===== config.mk =====
export PLATFORM = sky130hd
export DESIGN_NAME = input_level_detector
export DESIGN_NICKNAME = d
export VERILOG_FILES = /design/src/rtl/lvl_det_pkg.sv /design/src/rtl/lvl_det_ctrl.sv /design/src/rtl/lvl_det_datapath.sv /design/src/rtl/input_level_detector.sv
export SDC_FILE = /design/constraint.sdc
export NUM_CORES = 1
export LEC_CHECK = 0
export ABC_CLOCK_PERIOD_IN_PS = 9100
export CAP_MARGIN = 20
export CELL_PAD_IN_SITES_DETAIL_PLACEMENT = 1
export CELL_PAD_IN_SITES_GLOBAL_PLACEMENT = 1
export CORE_ASPECT_RATIO = 1.2
export CORE_MARGIN = 2
export CORE_UTILIZATION = 45
export CTS_CLUSTER_SIZE = 30
export DETAILED_ROUTE_END_ITERATION = 8
export DONT_BUFFER_PORTS = 1
export PLACE_DENSITY_LB_ADDON = 0.1
export SYNTH_ARGS = -nofsm -noshare
export SYNTH_HDL_FRONTEND = slang
export SYNTH_HIERARCHICAL = 1
export SYNTH_SLANG_ARGS = --single-unit

===== constraint.sdc =====
create_clock -name clk -period 9.1 [get_ports clk]
set_input_delay 1.82 -clock clk [delete_from_list [all_inputs] [get_ports clk]]
set_output_delay 1.82 -clock clk [all_outputs]
set_load 0.1 [all_outputs]

===== src/rtl/lvl_det_pkg.sv =====
package lvl_det_pkg;
  // strobes from the control unit to the datapath
  typedef struct packed {
    logic clrAcc;  // zero the accumulator at this edge
    logic accEn;   // add the gated magnitude at this edge
    logic latch;   // copy the completed sum to the holding register
  } detStrobe_t;
endpackage


===== src/rtl/lvl_det_ctrl.sv =====
module lvl_det_ctrl
  import lvl_det_pkg::*;
#(
  parameter int CNT_W = 16
) (
  input  logic             clk,
  input  logic             rstN,
  input  logic [CNT_W-1:0] interval,
  input  logic             startWr,
  input  logic             contMode,
  input  logic             syncEn,
  input  logic             syncIn,
  output detStrobe_t       strobe
);
  logic [CNT_W-1:0] cnt;
  logic             running;
  logic             startReq;
  logic             lastCyc;

  assign startReq = startWr | (syncEn & syncIn);
  assign lastCyc  = running && (cnt == CNT_W'(1));

  always_comb begin
    strobe.clrAcc = startReq | lastCyc;
    strobe.accEn  = running & ~startReq;
    strobe.latch  = lastCyc & ~startReq;
  end

  always_ff @(posedge clk) begin
    if (!rstN) begin
      cnt     <= '0;
      running <= 1'b0;
    end else if (startReq) begin
      cnt     <= interval;
      running <= (interval != '0);
    end else if (lastCyc) begin
      if (contMode && interval != '0) begin
        cnt <= interval;
      end else begin
        cnt     <= '0;
        running <= 1'b0;
      end
    end else if (running) begin
      cnt <= cnt - CNT_W'(1);
    end
  end

  // a start request with a nonzero interval arms the counter with that interval
  assert_start_loads_R2: assert property (@(posedge clk) disable iff (!rstN)
    (startReq && interval != '0) |=> (running && cnt == $past(interval)));

  // in repeating mode a capture reloads the counter
  assert_cont_reload_R4: assert property (@(posedge clk) disable iff (!rstN)
    (strobe.latch && contMode && interval != '0) |=> (running && cnt == $past(interval)));

  // in one-shot mode a capture halts the counter
  assert_single_stop_R5: assert property (@(posedge clk) disable iff (!rstN)
    (strobe.latch && !contMode) |=> !running);

  // a sync pulse while sync is disabled only lets the count proceed
  assert_sync_ignored_R9: assert property (@(posedge clk) disable iff (!rstN)
    (!syncEn && syncIn && !startWr && running && cnt > CNT_W'(1))
      |=> (running && cnt == $past(cnt) - CNT_W'(1)));
endmodule


===== src/rtl/lvl_det_datapath.sv =====
module lvl_det_datapath
  import lvl_det_pkg::*;
#(
  parameter int SAMPLE_W = 14,
  parameter int ACC_W    = 30,
  parameter int RES_W    = 23,
  parameter int ADDR_W   = 3
) (
  input  logic                clk,
  input  logic                rstN,
  input  detStrobe_t          strobe,
  input  logic [SAMPLE_W-1:0] sampleIn,
  input  logic [SAMPLE_W-1:0] threshold,
  input  logic [ADDR_W-1:0]   rdAddr,
  input  logic                rdStrobe,
  output logic [7:0]          rdData,
  output logic                ready,
  output logic                overrun
);
  localparam int RES_BYTES = (RES_W + 7) / 8;
  localparam int PAD_W     = RES_BYTES * 8;
  localparam int MSB_ADDR  = RES_BYTES - 1;
  localparam int STAT_ADDR = RES_BYTES;

  logic [SAMPLE_W-1:0] mag;
  logic [SAMPLE_W-1:0] gated;
  logic [ACC_W-1:0]    acc;
  logic [ACC_W-1:0]    sum;
  logic [RES_W-1:0]    hold;
  logic [PAD_W-1:0]    holdPad;
  logic                msbRead;

  // magnitude: unsigned reinterpretation makes -min come out right
  assign mag     = sampleIn[SAMPLE_W-1] ? (~sampleIn + SAMPLE_W'(1)) : sampleIn;
  assign gated   = (mag >= threshold) ? mag : '0;
  assign sum     = acc + ACC_W'(gated);
  assign holdPad = PAD_W'(hold);
  assign msbRead = rdStrobe && (rdAddr == ADDR_W'(MSB_ADDR));

  always_ff @(posedge clk) begin
    if (!rstN) begin
      acc <= '0;
    end else if (strobe.clrAcc) begin
      acc <= '0;
    end else if (strobe.accEn) begin
      acc <= sum;
    end
  end

  always_ff @(posedge clk) begin
    if (!rstN) begin
      hold    <= '0;
      ready   <= 1'b0;
      overrun <= 1'b0;
    end else if (strobe.latch) begin
      hold    <= sum[ACC_W-1 -: RES_W];
      ready   <= 1'b1;
      overrun <= msbRead ? 1'b0 : (overrun | ready);
    end else if (msbRead) begin
      ready   <= 1'b0;
      overrun <= 1'b0;
    end
  end

  always_comb begin
    rdData = 8'h00;
    for (int b = 0; b < RES_BYTES; b++) begin
      if (rdAddr == ADDR_W'(b)) rdData = holdPad[b*8 +: 8];
    end
    if (rdAddr == ADDR_W'(STAT_ADDR)) rdData = {6'b0, overrun, ready};
  end

  // every capture raises ready
  assert_ready_set_R6: assert property (@(posedge clk) disable iff (!rstN)
    strobe.latch |=> ready);

  // reading the top byte without a capture clears both flags
  assert_msb_clears_R7: assert property (@(posedge clk) disable iff (!rstN)
    (msbRead && !strobe.latch) |=> (!ready && !overrun));

  // a capture on top of an unread result flags overrun
  assert_overrun_R8: assert property (@(posedge clk) disable iff (!rstN)
    (strobe.latch && ready && !msbRead) |=> overrun);

  // the result changes only on a capture
  assert_hold_stable_R3: assert property (@(posedge clk) disable iff (!rstN)
    !strobe.latch |=> $stable(hold));
endmodule


===== src/rtl/input_level_detector.sv =====
module input_level_detector
  import lvl_det_pkg::*;
#(
  parameter int SAMPLE_W = 14,
  parameter int CNT_W    = 16,
  parameter int RES_W    = 23,
  parameter int ADDR_W   = 3
) (
  input  logic                clk,
  input  logic                rstN,
  input  logic [SAMPLE_W-1:0] sampleIn,
  input  logic [SAMPLE_W-1:0] threshold,
  input  logic [CNT_W-1:0]    interval,
  input  logic                startWr,
  input  logic                contMode,
  input  logic                syncEn,
  input  logic                syncIn,
  input  logic [ADDR_W-1:0]   rdAddr,
  input  logic                rdStrobe,
  output logic [7:0]          rdData,
  output logic                ready,
  output logic                overrun
);
  // wide enough for a full-length interval of full-scale magnitudes
  localparam int ACC_W = CNT_W + SAMPLE_W;

  detStrobe_t strobe;

  lvl_det_ctrl #(.CNT_W(CNT_W)) uCtrl (
    .clk      (clk),
    .rstN     (rstN),
    .interval (interval),
    .startWr  (startWr),
    .contMode (contMode),
    .syncEn   (syncEn),
    .syncIn   (syncIn),
    .strobe   (strobe)
  );

  lvl_det_datapath #(
    .SAMPLE_W (SAMPLE_W),
    .ACC_W    (ACC_W),
    .RES_W    (RES_W),
    .ADDR_W   (ADDR_W)
  ) uData (
    .clk       (clk),
    .rstN      (rstN),
    .strobe    (strobe),
    .sampleIn  (sampleIn),
    .threshold (threshold),
    .rdAddr    (rdAddr),
    .rdStrobe  (rdStrobe),
    .rdData    (rdData),
    .ready     (ready),
    .overrun   (overrun)
  );
endmodule


* After elaboration in Yosys (flattened, before gate mapping) *
Cells that the tools add are included.
W data, S select, Z words.

word-level totals
  register bits = 72
  bits in latches = 0
  ROM bits = 0
  memories kept = 0
  output and inout port bits = 10
  word-level logic and storage cells = 51
  memory bits (writable) = 0
  bits of input ports = 54

cells by class
  multipliers = 0
  div/mod/pow operators = 0
  shift-type cells = 0
  bitwise operators = 9
  equality and inequality tests = 5
  add/subtract/negate cells = 3
  mux-type cells = 17
  reduce and logical (&&, ||, !) cells = 10
  $lt $le $gt $ge = 1

operators with widths
  operator                 count
  $mux W16                 4
  $mux W8                  4
  $add A30 B14 Y30         1
  $mux W14                 2
  $eq A16 B1 Y1 const B    1
  $reduce_bool A16 Y1      1
  $sub A16 B1 Y16 const B  1
  $add A14 B1 Y14 const B  1
  $ge A14 B14 Y1           1
  $not A14 Y14             1
  $mux W1                  7
  $eq A3 B2 Y1 const B     2
  $reduce_bool A2 Y1       2
  $and A1 B1 Y1            3
  $eq A3 B1 Y1 const B     1
  $logic_and A1 B1 Y1      3
  $logic_not A3 Y1         1
  $or A1 B1 Y1             3
  $reduce_bool A3 Y1       1
  $ne A2 B1 Y1 const B     1
  $not A1 Y1               2
  $reduce_and A2 Y1        1
  $reduce_or A2 Y1         1

* Depth between registers and ports, before layout *
  depth after elaboration = 6
  depth in mapped cells = 24
  gate-level depth less buffers = 22

* Hierarchy *
The synthesis kept the hierarchy.

by module, submodules not included
  module            sequential area each (um^2)  area an instance (um^2)  cells each  times used
  lvl_det_datapath  1101.1                       4015.1                   516         1
  lvl_det_ctrl      340.3                        1182.4                   151         1

* Worst setup path after synthesis *
No wires, ideal clock.

  path type = in2reg
  start point = in sampleIn[3]
  end point = reg uData.hold[7]
  slack = 2786 ps
  cell stages on the path = 23
  required time = 8978 ps
  buffers on the path = 2
  data arrival time = 6192 ps
  setup time = 122 ps
  cells stage by stage = nor3_1 > nand3_1 > or2_2 > o41ai_1 > xnor2_1 > ha_1 > a21o_1 > a21o_1 > a21oi_1 > o21ai_0 > a21oi_1 > clkbuf_1 > nor2_1 > ha_1 > inv_1 > fa_1 > and2b_1 > o211ai_1 > a31oi_1 > a21oi_1 > buf_2 > nor4_1 > a311o_1

on the way
  word-level cells in the longest chain between the ends = 6

RTL lines
  element               line                        source
  start, declared       input_level_detector.sv:11  input logic [SAMPLE_W-1:0] sampleIn,
  $not A14 Y14          lvl_det_datapath.sv:34      assign mag = sampleIn[SAMPLE_W-1] ? (~sampleIn + SAMPLE_W'(1)) : sampleIn;
  $add A14 B1 Y14       lvl_det_datapath.sv:34
  $mux W14 (*)          lvl_det_datapath.sv:34
  $ge A14 B14 Y1        lvl_det_datapath.sv:35      assign gated = (mag >= threshold) ? mag : '0;
  $mux W14 (*)          lvl_det_datapath.sv:35
  $add A30 B14 Y30 (*)  lvl_det_datapath.sv:36      assign sum = acc + ACC_W'(gated);
  end signal, assigned  lvl_det_datapath.sv:56      hold <= sum[ACC_W-1 -: RES_W];
  end, declared         lvl_det_datapath.sv:29      logic [RES_W-1:0] hold;

Mark *: on every way between the ends. The rest lies on a longest branch, timed or not.
A chain may end at the register's enable or synchronous reset.

* Worst setup path in the final report *
  start point = in sampleIn[3]
  end point = reg uData.hold[19]

The elaborated chain is that of the path after synthesis.

==> results.cfg <==
[run_status]
status = complete, no violations

[drt]
vias_per_cell = 6.14
drc = 0
drt_iter0_drc = 208
first_pass_iters = 4
vias = 4949
routed_wl_microns = 15400
postRouteAntennaNets = 0
drt-wirelength-per-cell_microns = 19.1

[yosys]
netlist_area_sq_um = 5200
synth_edf_count = 0
synth_top_cell_by_area = dfxtp_1
ys_top_cells_by_area = dfxtp_1 28%, ha_1 7.5%, a21oi_1 4.6%, o21ai_0 4.2%, nor2_1 4.0%
yosysSeqAreaShare_pct = 27.7
netlist.area_leader.share_pct = 27.7
async_reset_ff_share_pct = 0
synth-seq-cells = 72
syn_nets = 753
synth.distinct_cells = 69
yosysWarnings = 6
synthCells = 667
synth_flop_cell = dfxtp_1
avgSynthCellArea_sq_um = 7.79

[timing]
finClkSkew_ns = 0.00486
period_needed_ns = 6.89
rsz0062_at_grt = no
max_slew_margin_pct = 28.4
tightest_slew_ns = 1.07
clock.fmax_mhz = 145
setup_viol = 0
hold_viol = 0
fin_setup_tns_ns = 0
fin_crit_sh_pct = 75.7
drv_slew = 0

[place]
gp_congestion = 0.866
port_buffers = 0
place_area_sq_um = 5310
dpl.hpwl_microns = 11400

[cts]
clock_latency_ns = 0.35
post-cts-setup-buffer-count = 0
cts_resized = 0
cts_buffers = 9
cts_tree = yes
h-tree-depth = 3
postCtsHoldBufs = 0
clockRootBuffer = clkbuf_16
cts_max_path_buffers = 2
path_clk_slew_ns = 0.05
clock_sinks = 72

[critical_path]
cp.depth = 22
crit_path_end_kind = flop
reg2reg_slack_ns = 5.51
crit_arrival_ns = 7.14
start_kind = primary input
crit_family = compound AO/OA/AOI/OAI gates
slowest_stage = a21oi_1
crit_top_cell = a21oi_1
reg2regPathDepth = 9
max_stage_delay_ns = 0.87
crit_path_cell_trace = nor3_1 -> nand3_1 -> or2_2 -> o41ai_1 -> xnor2_1 -> ha_1 -> a21o_1 -> a21o_1 -> a21oi_1 -> o21ai_0 -> a21oi_1 -> buf_4 -> nor2_1 -> ha_1 -> inv_1 -> fa_1 -> and2b_1 -> o211ai_1 -> a31oi_1 -> a21oi_1 -> o21ai_0 -> a311oi_1
critPathKind = in2reg
r2r_start = uCtrl/cnt[6]
r2r_end = uData/acc[11]
required_ns = 9.35
critPathMaxFanout = 15
critPathBufInv = 2

[global_route]
grt_max_degree = 47
grt_pass1_wl_microns = 25200
grt-ovfl-total = 0
grt_pass1_vias = 5151
grt_usage_pct = 25.8
antenna_found_initial = 0

[run]
max_cap_violations = 0

[floorplan]
fp-row-count = 43
initial_core_util_pct = 45.6
coreArea_sq_um = 11400
die_y_microns = 122
ioPinCount = 64
die_w_microns = 102
die_area_sq_um = 12400

[finish]
diodes = 0
fin_area_sq_um = 5560
nNetsFinal = 733
utilization_pct = 48.8
syn_to_final_growth_pct = 7.05
drive_gt1_share_pct = 6.78

[power]
clockPowerShare_pct = 40.9
p_seq_share_pct = 44.0
p_per_area_nw_per_um2 = 136
switching_share_pct = 27.8
p_leak_uw = 0.00200
p_comb_share_pct = 15.1
p_int_uw = 546
ir_drop_uv = 92.4
p_sw_uw = 211

[hold_path]
whs_path_depth = 2
min_from = uData/acc[7]
min_to = uData/acc[7]
worst_hold_path_type = reg2reg
-- kinds of logic (layout without fill, tap and decap cells) --
kind of cell,count (synthesis),in the layout,share of synthesized area (%)
multiplexers,17,17,3.78
XOR/XNOR,28,28,4.72
adder cells (fa/ha/maj),32,32,7.85
AO/OA/AOI/OAI,197,197,24.2
buffers and inverters,77,59,5.99
flip-flops,72,72,27.7
AND/OR/NAND/NOR,244,244,25.7
-- power groups by stage --
stage,Combinational [uW],Clock (uW),Sequential (uW)
after floorplan,92.0,0,335
after global placement,109,0,338
after detailed placement,113,0,339
after CTS,114,321,332
after global routing,128,336,333
final,114,310,333
-- layout make-up --
type                       count  area, sq um
fill                        1416         5840
multi-input combinational    518         3470
sequential                    72         1440
clock buffer                  11          233
tap                          157          196
inverter                      39          146
timing repair buffer           7         70.1
clock inverter                 2         10.0
-- routing by layer --
metal / global-route usage, % / vias to the layer above / part of all wire (%)
li1: - / 2421 / -
met2: 45.0 / 61 / 50
met3: 3.67 / 21 / 2.6
met4: 11.0 / 0 / 2.1
met5: 0 / - / 0
met1: 31.5 / 2446 / 45
-- how the worst max path moves through the flow --
stage | startpoint | endpoint | slack [ns]
3_5_place_dp | sampleIn[3] | uData/acc[26] | 1.50
2_1_floorplan | sampleIn[3] | uData/hold[7] | 2.79
5_1_grt | sampleIn[3] | uData/hold[19] | 1.82
3_3_place_gp | sampleIn[3] | uData/acc[24] | 1.77
4_1_cts | sampleIn[3] | uData/acc[26] | 1.86
6_report | sampleIn[3] | uData/hold[19] | 2.21
-- layout by cell type, fill, tap and decap left out, types with 5 or more instances in the layout --
cell,count
buf_4,6
o21ai_1,5
a311oi_1,6
mux2i_1,14
and3_1,8
nand3_1,23
inv_1,38
nand2b_1,7
or3_1,22
o31ai_1,8
or4_1,6
nor2b_1,11
a211oi_1,11
nor2_1,51
clkbuf_16,10
a21o_1,13
nor2_2,6
nor4_1,12
dfxtp_1,72
a21oi_1,48
nand3b_1,10
ha_1,31
a31oi_1,19
nand4_1,10
o22ai_1,7
nor3_1,8
o21ai_0,44
xor2_1,8
xnor2_1,20
or2_2,5
nand2_1,41
-- Yosys cell counts (19+ instances only) --
master and n:
a31oi_1 19, nand2_1 41, clkbuf_1 26, ha_1 31
xnor2_1 20, dfxtp_1 72, a21oi_1 48, or3_1 22
nand3_1 23, inv_1 38, o21ai_0 44, nor2_1 56
-- sequential cells by signal, indices dropped and copies added, names as in the netlist --
register	flops
uData/ready	1
uCtrl/running	1
uData/overrun	1
uData/hold	23
uData/acc	30
uCtrl/cnt	16
-- worst reg2reg max path, delay by kind of cell (launching register included) --
kind | cells | cell delay [ns]
and+or+nand+nor | 5 | 2.25
AOI/OAI and AO/OA | 1 | 0.33
DFF | 1 | 0.35
buffers and inverters | 2 | 0.49
muxes | 1 | 0.08
-- metrics by stage --
stage	cells	setup WS [ns]	power (uW)	hold slack [ns]
floorplan	667	2.79	427	0.448
global placement	791	1.77	447	0.465
detailed placement	791	1.50	452	0.481
CTS	804	1.86	768	0.490
global route	806	1.82	798	0.520
finish	806	2.21	757	0.488
Power figures use the tool's default switching activity.
